### config.mk
export PLATFORM = sky130hd
export DESIGN_NAME = asram_ctrl
export DESIGN_NICKNAME = d
export VERILOG_FILES = /design/src/rtl/asram_ctrl.sv
export SDC_FILE = /design/constraint.sdc
export NUM_CORES = 1
export LEC_CHECK = 0
export BUFFER_PORTS_ARGS = -buffer_cell sky130_fd_sc_hd__buf_2
export CAP_MARGIN = 20
export CORE_MARGIN = 2
export CORE_UTILIZATION = 25
export DETAILED_ROUTE_END_ITERATION = 10
export PLACE_DENSITY_LB_ADDON = 0.1
export SLEW_MARGIN = 15
export SYNTH_ARGS = -nofsm -noshare
export SYNTH_HDL_FRONTEND = slang
export SYNTH_SLANG_ARGS = --single-unit
### constraint.sdc
create_clock -name clk -period 3.5 [get_ports clk]
set_input_delay 0.175 -clock clk [delete_from_list [all_inputs] [get_ports clk]]
set_output_delay 0.175 -clock clk [all_outputs]
set_load 0.05 [all_outputs]
### src/rtl/asram_ctrl.sv
module asram_ctrl #(
  parameter int ADDR_W   = 18,
  parameter int DATA_W   = 8,
  parameter int RD_CYC   = 3,
  parameter int WR_CYC   = 3,
  parameter int TURN_CYC = 1
) (
  input  logic              clk,
  input  logic              rst_n,
  input  logic              req_valid,
  input  logic              req_write,
  input  logic [ADDR_W-1:0] req_addr,
  input  logic [DATA_W-1:0] req_wdata,
  output logic              req_ready,
  output logic [DATA_W-1:0] rd_data,
  output logic              rd_valid,
  output logic [ADDR_W-1:0] mem_addr,
  output logic              mem_ce_n,
  output logic              mem_oe_n,
  output logic              mem_we_n,
  output logic [DATA_W-1:0] mem_dq_out,
  output logic              mem_dq_oe,
  input  logic [DATA_W-1:0] mem_dq_in
);

  localparam int MAX_A = (RD_CYC > WR_CYC) ? RD_CYC : WR_CYC;
  localparam int MAX_C = (MAX_A > TURN_CYC) ? MAX_A : TURN_CYC;
  localparam int CNT_W = $clog2(MAX_C + 1);

  typedef enum logic [2:0] {
    S_IDLE, S_ASET, S_READ, S_WSET, S_WPUL, S_WHLD, S_GAP
  } phase_t;

  phase_t            st, st_nx;
  logic [CNT_W-1:0]  cnt, cnt_nx;
  logic              wr_q;
  logic [ADDR_W-1:0] addr_q;
  logic [DATA_W-1:0] wdata_q;
  logic              last_rd, last_wr, last_gap;

  assign last_rd  = (cnt == CNT_W'(RD_CYC - 1));
  assign last_wr  = (cnt == CNT_W'(WR_CYC - 1));
  assign last_gap = (cnt == CNT_W'(TURN_CYC - 1));

  always_comb begin
    st_nx  = st;
    cnt_nx = '0;
    unique case (st)
      S_IDLE: if (req_valid) st_nx = S_ASET;
      S_ASET: st_nx = wr_q ? S_WSET : S_READ;
      S_READ: if (last_rd) st_nx = S_GAP; else cnt_nx = cnt + 1'b1;
      S_WSET: st_nx = S_WPUL;
      S_WPUL: if (last_wr) st_nx = S_WHLD; else cnt_nx = cnt + 1'b1;
      S_WHLD: st_nx = S_GAP;
      S_GAP:  if (last_gap) st_nx = S_IDLE; else cnt_nx = cnt + 1'b1;
      default: st_nx = S_IDLE;
    endcase
  end

  always_ff @(posedge clk or negedge rst_n) begin
    if (!rst_n) begin
      st        <= S_IDLE;
      cnt       <= '0;
      wr_q      <= 1'b0;
      addr_q    <= '0;
      wdata_q   <= '0;
      rd_data   <= '0;
      rd_valid  <= 1'b0;
      mem_ce_n  <= 1'b1;
      mem_oe_n  <= 1'b1;
      mem_we_n  <= 1'b1;
      mem_dq_oe <= 1'b0;
      req_ready <= 1'b1;
    end else begin
      st        <= st_nx;
      cnt       <= cnt_nx;
      rd_valid  <= (st == S_READ) && last_rd;
      if (st == S_READ && last_rd) rd_data <= mem_dq_in;
      if (st == S_IDLE && req_valid) begin
        wr_q    <= req_write;
        addr_q  <= req_addr;
        wdata_q <= req_wdata;
      end
      mem_ce_n  <= !(st_nx inside {S_READ, S_WSET, S_WPUL, S_WHLD});
      mem_oe_n  <= (st_nx != S_READ);
      mem_we_n  <= (st_nx != S_WPUL);
      mem_dq_oe <= (st_nx inside {S_WSET, S_WPUL, S_WHLD});
      req_ready <= (st_nx == S_IDLE);
    end
  end

  assign mem_addr   = addr_q;
  assign mem_dq_out = wdata_q;

  logic [CNT_W-1:0] chk_we_lo, chk_oe_lo;
  always_ff @(posedge clk or negedge rst_n) begin
    if (!rst_n) begin
      chk_we_lo <= '0;
      chk_oe_lo <= '0;
    end else begin
      chk_we_lo <= mem_we_n ? '0 : chk_we_lo + 1'b1;
      chk_oe_lo <= mem_oe_n ? '0 : chk_oe_lo + 1'b1;
    end
  end

  a_r2_addr_hold: assert property (@(posedge clk) disable iff (!rst_n)
    !mem_ce_n |-> $stable(mem_addr));
  a_r2_setup_gap: assert property (@(posedge clk) disable iff (!rst_n)
    (req_valid && req_ready) |=> (mem_ce_n && mem_we_n && mem_oe_n));
  a_r3_read_len: assert property (@(posedge clk) disable iff (!rst_n)
    $rose(mem_oe_n) |-> (chk_oe_lo == CNT_W'(RD_CYC)));
  a_r3_read_cs: assert property (@(posedge clk) disable iff (!rst_n)
    !mem_oe_n |-> (!mem_ce_n && mem_we_n));
  a_r4_valid_pulse: assert property (@(posedge clk) disable iff (!rst_n)
    rd_valid |-> (mem_oe_n && $past(!mem_oe_n)) ##1 !rd_valid);
  a_r5_drive_lead: assert property (@(posedge clk) disable iff (!rst_n)
    $fell(mem_we_n) |-> $past(mem_dq_oe));
  a_r5_drive_trail: assert property (@(posedge clk) disable iff (!rst_n)
    $rose(mem_we_n) |-> mem_dq_oe);
  a_r5_pulse_len: assert property (@(posedge clk) disable iff (!rst_n)
    $rose(mem_we_n) |-> (chk_we_lo == CNT_W'(WR_CYC)));
  a_r6_we_needs_ce: assert property (@(posedge clk) disable iff (!rst_n)
    !mem_we_n |-> !mem_ce_n);
  a_r6_no_fight: assert property (@(posedge clk) disable iff (!rst_n)
    mem_dq_oe |-> mem_oe_n);
  a_r7_idle_quiet: assert property (@(posedge clk) disable iff (!rst_n)
    req_ready |-> (mem_ce_n && mem_we_n && mem_oe_n && !mem_dq_oe));

endmodule

Word-level counts from Yosys, hierarchy flattened --
Index checks and enable logic that the tools add are counted.
Word-level totals: register bits 46, input port bits 38
Cells by class: $add $sub $neg 1, equal/unequal tests 13, muxes and demuxes 9, reductions and logical operators 9
Operator list (number):
- 3-bit case mux with 7 select lines | 1
- 3-bit equality test (second input constant) | 5
- 3-bit by 2-bit equality test with 1-bit output (second input constant) | 4
- 3-bit 2-to-1 mux | 4
- 3-bit zero test | 2
- 2-bit 2-to-1 mux | 2
- 2-bit case mux with 2 select lines | 1
- 4-bit nonzero test | 1
- 3-bit by 1-bit equality test with 1-bit output (second input constant) | 1
- 3-bit by 2-bit != test with 1-bit output (second input constant) | 1
- 3-bit != test (second input constant) | 1
- 3-bit nonzero test | 1
- 2-bit by 1-bit adder with 2-bit output (second input constant) | 1
- 2-bit equality test (second input constant) | 1
- 1-bit logical AND | 2
- 2-bit zero test | 1
- 2-bit OR reduction | 1
- 1-bit zero test | 1
- 1-bit 2-to-1 mux | 1

Longest topological paths before layout --
depth in word-level cells 6, gate-level depth with buffers 5, depth with buffers taken out 5

Worst setup path after synthesis --
No wires, ideal clock.
path kind flip-flop to flip-flop, start point reg st[2], end point reg addr_q[0], in the netlist mem_addr[0], library setup time 125 ps, arrival 1488 ps, setup slack 1887 ps, stages on the path, launching flop included 4, cell sequence dfrtp_1 nor4b_4 buf_6 mux2_2
Between the ends: word-level cells in the longest chain between the ends 2
Ends and longest elaborated chain:
- from (decl) | RTL line 34 | phase_t st, st_nx;
- from (signal assigned) | RTL line 75 | st <= st_nx;
- 3-bit zero test | RTL line 79 | if (st == S_IDLE && req_valid) begin
- 1-bit logical AND | RTL line 79
- to (signal assigned) | RTL line 81 | addr_q <= req_addr;
- to (decl) | RTL line 37 | logic [ADDR_W-1:0] addr_q;
Every way passes these cells. A chain may end at the register's enable or synchronous reset.

Final worst setup path --
start point reg st[2], end point reg addr_q[15], in the netlist mem_addr[15]
Same word-level chain as after synthesis.

==> impl_metrics.csv <==
group,metric,value,unit
final_layout,fraction_of_final_layout_cells_sized_beyond_drive_strength_1,0.6135,
clock_network,clock_tree.root_cell,"clkbuf_8",
synth,post-synth-top-area-fraction,0.5653,
setup_path,reg2reg_to,"mem_addr[15]",
synth,syn_inst,124,
synth,synth_edf_count,0,
floorplan,die_width,90.24,um
synth,netlist_cell_types,24,
global_routing,grt_first_pass_wirelength,6741,um
global_routing,pin_count_of_the_biggest_net_entering_global_routing,47,
placed_design,dp_hpwl,2934,um
routing,dr.pass1.iters,4,
synth,number_of_synthesized_register_bits,46,
final_layout,diodes,0,
timing,setup_violations,0,
global_routing,number_of_global_route_vias_before_repair,1364,
synth,post_synth_main_area_contributors,"dfrtp_1, mux2_2, dfstp_2, ha_1, mux2i_1",
global_routing,globalRoute.totalOverflow,0,
routing,dr_total_vias,1285,
clock_network,clkLatencyLatePin,0.29,ns
setup_path,reg2regPathDepth,3,
synth,most_frequently_used_cell_type_in_the_post_synthesis_netlist,"dfrtp_1",
status,outcome,"complete, no violations",
placed_design,port-buffer-count,77,
timing,finalCriticalPeriod,2.185,ns
floorplan,floorplan.core_area,7214,um^2
timing,final_report_hold_violation_count,0,
placed_design,finalWeightedCongestion,0.7729,
synth,dominantRegCellSynth,"dfrtp_1",
clock_network,ctsLongestPathBuffers,2,
clock_network,cts_setup_buffers,0,
final_layout,seqCellArea,1156,um^2
timing,postLayoutSetupSlackWorst,1.315,ns
timing,slew_headroom,0.4889,
setup_path,reg2reg_from,"st[2]",
final_layout,area_taken_by_multi_input_logic_gates,650.6,um^2
setup_path,critPathArrivalTime,2.36,ns
timing,fin_hold_ws,0.1032,ns
final_layout,area_growth,35.26,%
global_routing,antenna_found_initial,0,
setup_path,endpoint_of_the_worst_setup_timing_path,"mem_addr[15]",
worst_hold_path,hp-class,"primary input to flip-flop",
setup_path,launching_element_type_of_the_critical_path,"flip-flop",
global_routing,global_route_usage_over_all_layers,0.1035,
timing,finalMaxSlewViolations,0,
clock_network,clock_edge_transition_at_the_registers_on_the_reported_setup_and_hold_paths,0.09,ns
timing,grt_setup_unrepaired,"no",
floorplan,initial_utilization,0.2577,
synth,postSynth.asyncResetShare,1.000,
routing,via_per_inst,4.199,
clock_network,h_tree_lvl_count,2,
routing,detail_route.drc_violations,0,
run,drv.max_cap_violation_count,0,
synth,synth_largest_area_cell,"dfrtp_1",
floorplan,die_area,8143,um^2
setup_path,critPathLaunch,"st[2]",
final_layout,num-fill-cells,742,
routing,drt_iter0_drc,42,
synth,synth_nets,166,
routing,route.final.wire_length,3951,um
floorplan,row_count,31,
timing,timing_worst_slew_pin_value,0.7626,ns
setup_path,cp_data_required_time,3.68,ns
floorplan,ios,78,
timing,min_period_over_period,0.6242,
clock_network,number_of_buffers_created_by_cts,5,
synth,avgSynthCellArea,14.99,um^2
setup_path,setup.worst_path.end_class,"flip-flop",
synth,syn_area,1859,um^2
timing,clock.fmax,457.7,MHz
setup_path,path_class,"flip-flop to flip-flop",
setup_path,crit_path_max_fanout,17,
timing,setup-tns-final,0,ns
routing,routed_length_per_placed_instance,12.91,um
routing,drt.antenna.violating_nets,0,
timing,skew,0.006339,ns
synth,yosysSeqAreaShare,0.6218,
clock_network,clock_tree_from_tritoncts,"built",
floorplan,dieHeight,90.24,um
clock_network,clock_sinks,46,
synth,synth.yosys.warnings,0,
final_layout,number_of_nets_in_the_finished_design,248,
synth,synth_top_cells_by_count,"dfrtp_1, mux2_2, inv_1",
placed_design,dp_slack,1.296,ns
setup_path,r2r_slack,1.32,ns
==> area by class of cell <==
| class | instances | share of cell area |
|---|---|---|
| clock buffer | 6 | 0.03284 |
| sequential | 46 | 0.4597 |
| timing repair buffer | 80 | 0.1682 |
| clock inverter | 2 | 0.02388 |
| multi-input combinational | 68 | 0.2587 |
| tap | 99 | 0.04925 |
| inverter | 5 | 0.007463 |
==> cell usage in the layout (no fill, tap or decap) <==
cell type	Yosys	layout
nand2_1	3	3
nor3_2	1	1
a211oi_1	4	4
nand3_1	1	1
mux2_1	1	1
clkbuf_8	0	6
nor4b_4	1	1
or4_1	1	1
buf_2	0	77
a21o_1	1	1
inv_1	5	5
a21boi_0	1	1
buf_12	0	1
mux2i_1	3	3
mux2_2	34	34
nor2_1	2	2
a22o_1	1	1
bufinv_16	0	2
a21oi_1	3	3
and3_1	1	1
ha_1	4	4
a31oi_1	1	1
dlygate4sd3_1	0	1
dfstp_2	4	4
dfrtp_1	42	42
o31ai_1	2	2
buf_4	0	1
o21ai_0	3	3
==> metrics by stage <==
stage / util / instances / area, um^2
after detailed placement: 0.3247 / 296 / 2342
after floorplan: - / 124 / 1859
after CTS: 0.3444 / 304 / 2485
after global placement: 0.3247 / 296 / 2342
final: 0.3486 / 306 / 2515
after global routing: 0.3486 / 306 / 2515
==> critical path, cell delays in order, from the launching register on <==
cell     delay (ns)
dfrtp_1        0.55
nor4b_4        0.78
buf_4          0.37
mux2_2         0.37
==> kinds of logic (layout without fill, tap and decap cells) <==
family | Yosys count | in the layout | synth area share
fa+ha+maj | 4 | 4 | 0.02692
mux | 38 | 38 | 0.2281
simple gates | 10 | 10 | 0.03836
compound gates | 16 | 16 | 0.05653
buf+inv | 10 | 93 | 0.02826
flops | 46 | 46 | 0.6218
==> what timing repair did <==
item                                   in CTS  in global routing
hold buffers                                0                  1
endpoints found under the hold margin       0                 12
resized for setup                           0                  0
==> sequential cells by signal, summed over array words and instances, names as in the netlist <==
name / flops
mem_addr: 18
mem_dq_out: 8
rd_data: 8
st: 3
cnt: 2
mem_ce_n: 1
mem_dq_oe: 1
mem_oe_n: 1
mem_we_n: 1
rd_valid: 1
req_ready: 1
wr_q: 1
==> worst min path at each step <==
stage,startpoint,endpoint,slack [ns],cells past startpoint
global route,req_addr[2],mem_addr[2],0.09,2
floorplan,rst_n,cnt[0],-0.12,0
detailed placement,rst_n,mem_addr[12],0.41,1
global placement,rst_n,mem_addr[12],0.40,1
CTS,rst_n,mem_addr[12],0.09,1
finish,req_addr[2],mem_addr[2],0.10,2
==> per-layer routing <==
metal  vias to the layer above  track usage  part of all wire
met4                         0      0.03462             0.015
met5                         -            0                 0
met2                        42       0.1723              0.50
met3                         7      0.03940             0.067
li1                        600            -                 -
met1                       636       0.1230              0.42
Power is left out: the tool's default activity adds up to more than one toggle a clock period on the data nets, which glitch-free logic cannot reach.
